[src/rtl/bitpack_unit.sv]
module bitpack_unit #(
  parameter int WIDTH = 32
) (
  input  logic             clk,
  input  logic             rst_n,
  input  logic             start,
  input  logic             mode,
  input  logic [WIDTH-1:0] src,
  input  logic [WIDTH-1:0] sel,
  output logic             busy,
  output logic             done,
  output logic [WIDTH-1:0] result
);
  localparam int IW = (WIDTH > 1) ? $clog2(WIDTH) : 1;
  localparam logic [IW-1:0] LAST = IW'(WIDTH - 1);

  logic [WIDTH-1:0] src_q, sel_q, acc, acc_nx;
  logic             mode_q;
  logic [IW-1:0]    step, ptr;

  wire           take   = sel_q[step];
  wire [IW-1:0]  wr_idx = mode_q ? step : ptr;
  wire           in_bit = mode_q ? src_q[ptr] : src_q[step];
  wire           accept = start && !busy;

  always_comb begin
    acc_nx = acc;
    if (take) acc_nx[wr_idx] = in_bit;
  end

  always_ff @(posedge clk) begin
    if (!rst_n) begin
      src_q  <= '0;
      sel_q  <= '0;
      mode_q <= 1'b0;
      acc    <= '0;
      step   <= '0;
      ptr    <= '0;
      busy   <= 1'b0;
      done   <= 1'b0;
      result <= '0;
    end else begin
      done <= 1'b0;
      if (accept) begin
        src_q  <= src;
        sel_q  <= sel;
        mode_q <= mode;
        acc    <= '0;
        step   <= '0;
        ptr    <= '0;
        busy   <= 1'b1;
      end else if (busy) begin
        acc  <= acc_nx;
        step <= step + 1'b1;
        if (take) ptr <= ptr + 1'b1;
        if (step == LAST) begin
          busy   <= 1'b0;
          done   <= 1'b1;
          result <= acc_nx;
        end
      end
    end
  end
endmodule

[config.mk]
export PLATFORM = sky130hd
export DESIGN_NAME = bitpack_unit
export DESIGN_NICKNAME = d
export VERILOG_FILES = /design/src/rtl/bitpack_unit.sv
export SDC_FILE = /design/constraint.sdc
export NUM_CORES = 1
export LEC_CHECK = 0
export ABC_CLOCK_PERIOD_IN_PS = 4800
export BUFFER_PORTS_ARGS = -buffer_cell sky130_fd_sc_hd__clkbuf_2
export CORE_ASPECT_RATIO = 0.9
export CORE_UTILIZATION = 60
export DETAILED_ROUTE_END_ITERATION = 10
export PLACE_DENSITY = 0.84
export SLEW_MARGIN = 10
export SYNTH_ARGS = -nofsm -noshare
export SYNTH_HDL_FRONTEND = slang
export SYNTH_SLANG_ARGS = --single-unit
[constraint.sdc]
create_clock -name clk -period 4.8 [get_ports clk]
set_input_delay 0.48 -clock clk [delete_from_list [all_inputs] [get_ports clk]]
set_output_delay 0.48 -clock clk [all_outputs]
set_load 0.1 [all_outputs]
==> reports/metrics.yaml <==
yosys:
  synth_nets: 828
  synth_area_mm2: 0.00683
  synth-edff-count: 0
  synth_top_family_by_area: "compound AO/OA/AOI/OAI gates"
  async_flop_share: 0
  synth_compound_area_frac: 0.247
  yosysSeqAreaShare: 0.413
  synth_fa_ha_area_frac: 0.00549
  ys_seq_elements: 141
  synthFlopType: "dfxtp_1"
  synthCells: 757
  synth_simple_gate_area_frac: 0.185
  yosysWarningCount: 0
  postSynthAreaPerCell_um2: 9.03
  synth.distinct_cells: 57
  synthMuxAreaShare: 0.0877
  synth_xor_area_frac: 0.00897
sta:
  skew_ns: 0.00720
  slew_viol_final: 0
  tns_ns: 0
  rsz0062_at_grt: "false"
  worst_pin_slew_ns: 1.17
  fin_crit_ns: 3.94
  relSlewSlack: 0.223
  setup_viol: 0
  period_share: 0.822
  max_freq_mhz: 254
  finalHoldViolations: 0
final_layout:
  area_growth_pct: 14.5
  mostFrequentLayoutCell: "nand2_1"
  fillerInstances: 829
  final_cell_mix: "nand2_1 (149), dfxtp_1 (141), clkbuf_2 (101)"
  fin_cells: 975
  post-route-util: 0.715
  drive_gt1_frac: 0.198
  antennaDiodeCount: 0
  layout.nets: 883
setup_path:
  r2r_end: "acc[18]"
  path_class: "reg2reg"
  endpoint_kind: "flip-flop"
  r2r_start: "step[1]"
  crit_arrival_ns: 4.25
  reg2reg_slack_ns: 0.86
  critPathLaunchType: "flip-flop"
  path_max_fanout: 32
  ff2ff_path_depth: 7
  critPathRequiredTime_ns: 5.11
global_routing:
  grt_overflow: 0
  grt_first_pass_wirelength_um: 28700
  first_global_vias: 5742
  antenna_found_initial: 0
  grt_max_degree: 69
  grt_use_total: 0.314
clock_network:
  htreeDepth: 4
  cts-resized-gates: 0
  worstSkewPairLatency_ns: 0.43
  root_buffer: "clkbuf_16"
  clock_sinks: 141
  tritoncts.num_buffers: 17
  tritoncts: "yes"
  clockBufferDepth: 2
  clkTransAtPathRegs_ns: 0.06
  post_cts.repair.setup_buffers: 0
  hold_buffers: 0
drt:
  vias_per_cell: 6.44
  vias: 6278
  drt_pass1_iterations: 6
  detail-route-antenna-nets: 0
  drt-total-wl_um: 17700
  drt_iter0_markers: 831
  drc: 0
  wire_per_inst_um: 18.2
die:
  die_h_um: 103
  start_util: 0.624
  core_mm2: 0.0109
  placementRows: 36
  io_pins: 102
  dieArea_mm2: 0.0118
  die_width_um: 114
power_and_ir_drop:
  peakVddDrop_uv: 314
  p_leak_nw: 2.79
  power_density_mw_per_mm2: 349
placement:
  io_buffers: 101
  dp.cells: 945
  hpwlAfterDp_um: 11600
  place.gp.congestion: 0.892
min_path:
  hold_class: "in2reg"
  hold_end: "sel_q[24]"
  holdPathStages: 3
  hold_start: "sel[24]"
run:
  maxCapViolCount: 0
outcome:
  outcome: "complete, no violations"
## synthesized netlist by cell type (all sizes together) (2+ instances only)
| cell type | count | area, µm² |
|---|---|---|
| a21boi | 66 | 495 |
| a21o | 5 | 37.5 |
| a21oi | 18 | 93.8 |
| a22o | 2 | 17.5 |
| a22oi | 3 | 22.5 |
| a311oi | 32 | 280 |
| a31oi | 27 | 169 |
| a32o | 4 | 40.0 |
| a32oi | 21 | 184 |
| and3 | 4 | 25.0 |
| and3b | 4 | 35.0 |
| buf | 26 | 180 |
| clkbuf | 47 | 176 |
| dfxtp | 141 | 2820 |
| ha | 3 | 37.5 |
| mux2 | 4 | 45.0 |
| mux2i | 16 | 160 |
| mux4 | 17 | 394 |
| nand2 | 149 | 559 |
| nand2b | 3 | 18.8 |
| nand3 | 11 | 55.1 |
| nand3b | 3 | 22.5 |
| nand4 | 19 | 119 |
| nand4b | 4 | 35.0 |
| nor2 | 48 | 196 |
| nor2b | 6 | 37.5 |
| nor3 | 3 | 26.3 |
| nor3b | 5 | 37.5 |
| nor4b | 7 | 61.3 |
| o21a | 2 | 15.0 |
| o21ai | 6 | 30.0 |
| o221ai | 2 | 17.5 |
| o22ai | 2 | 18.8 |
| o31ai | 29 | 218 |
| xnor2 | 2 | 17.5 |
| xor2 | 5 | 43.8 |
## critical path: stages (launching register included)
cell and delay [ns]:
dfxtp_1 0.79, buf_4 0.30, mux2i_1 0.09, a31oi_1 0.17, a211o_1 0.79, and2_1 1.02
a31oi_1 0.24, a311oi_1 0.39
## worst max-delay path by stage
stage                  from    endpoint  cells past startpoint
CTS                 step[1]     acc[18]                      7
global placement    step[1]     acc[30]                      7
floorplan           step[1]  result[16]                      8
detailed placement  step[1]      acc[9]                      7
finish              step[1]     acc[18]                      7
global route        step[1]     acc[18]                      7
## report_power, final
| part | internal (W) | switching, W | total, W |
|---|---|---|---|
| clock | 0.000809 | 0.000476 | 0.00128 |
| combinational | 0.0000821 | 0.000127 | 0.000210 |
| sequential | 0.00120 | 0.0000349 | 0.00124 |
## cell type report
type	instances	area [µm²]	area share
inverter	1	3.75	0.000480
clock inverter	7	87.6	0.0112
sequential	141	2820	0.361
multi-input combinational	542	3660	0.468
clock buffer	23	488	0.0624
timing repair buffer	109	566	0.0723
tap	152	190	0.0243
## flip-flops by register name (all words and copies together), names as in the netlist
register  count
mode_q        1
done          1
src_q        32
step          5
ptr           5
busy          1
acc          32
sel_q        32
result       32
## layer usage
layer	track usage	share of wire	vias to the layer above	wire [µm]
li1	-	-	2940	-
met1	0.431	0.44	2930	7810
met2	0.485	0.45	366	8000
met3	0.0664	0.091	42	1610
met4	0.135	0.018	0	313
met5	0	0	-	0
## cells by family after synthesis
kind of cell | Yosys count
AND/OR/NAND/NOR | 270
AO/OA/AOI/OAI | 225
flip-flops | 141
buffers and inverters | 74
multiplexers | 37
XOR/XNOR | 7
adder cells (fa/ha/maj) | 3
## through the flow
| stage | power [W] | hold WS (ns) | setup slack [ns] | area, µm² |
|---|---|---|---|---|
| after detailed placement | 0.00147 | 0.457 | 1.09 | 7250 |
| final | 0.00273 | 0.286 | 0.856 | 7820 |
| after floorplan | 0.00140 | 0.439 | 2.43 | 6830 |
| after CTS | 0.00274 | 0.280 | 0.997 | 7820 |
| after global placement | 0.00146 | 0.453 | 1.29 | 7250 |
| after global routing | 0.00281 | 0.287 | 0.587 | 7820 |
Note: power is estimated with default switching activity, not from simulation.
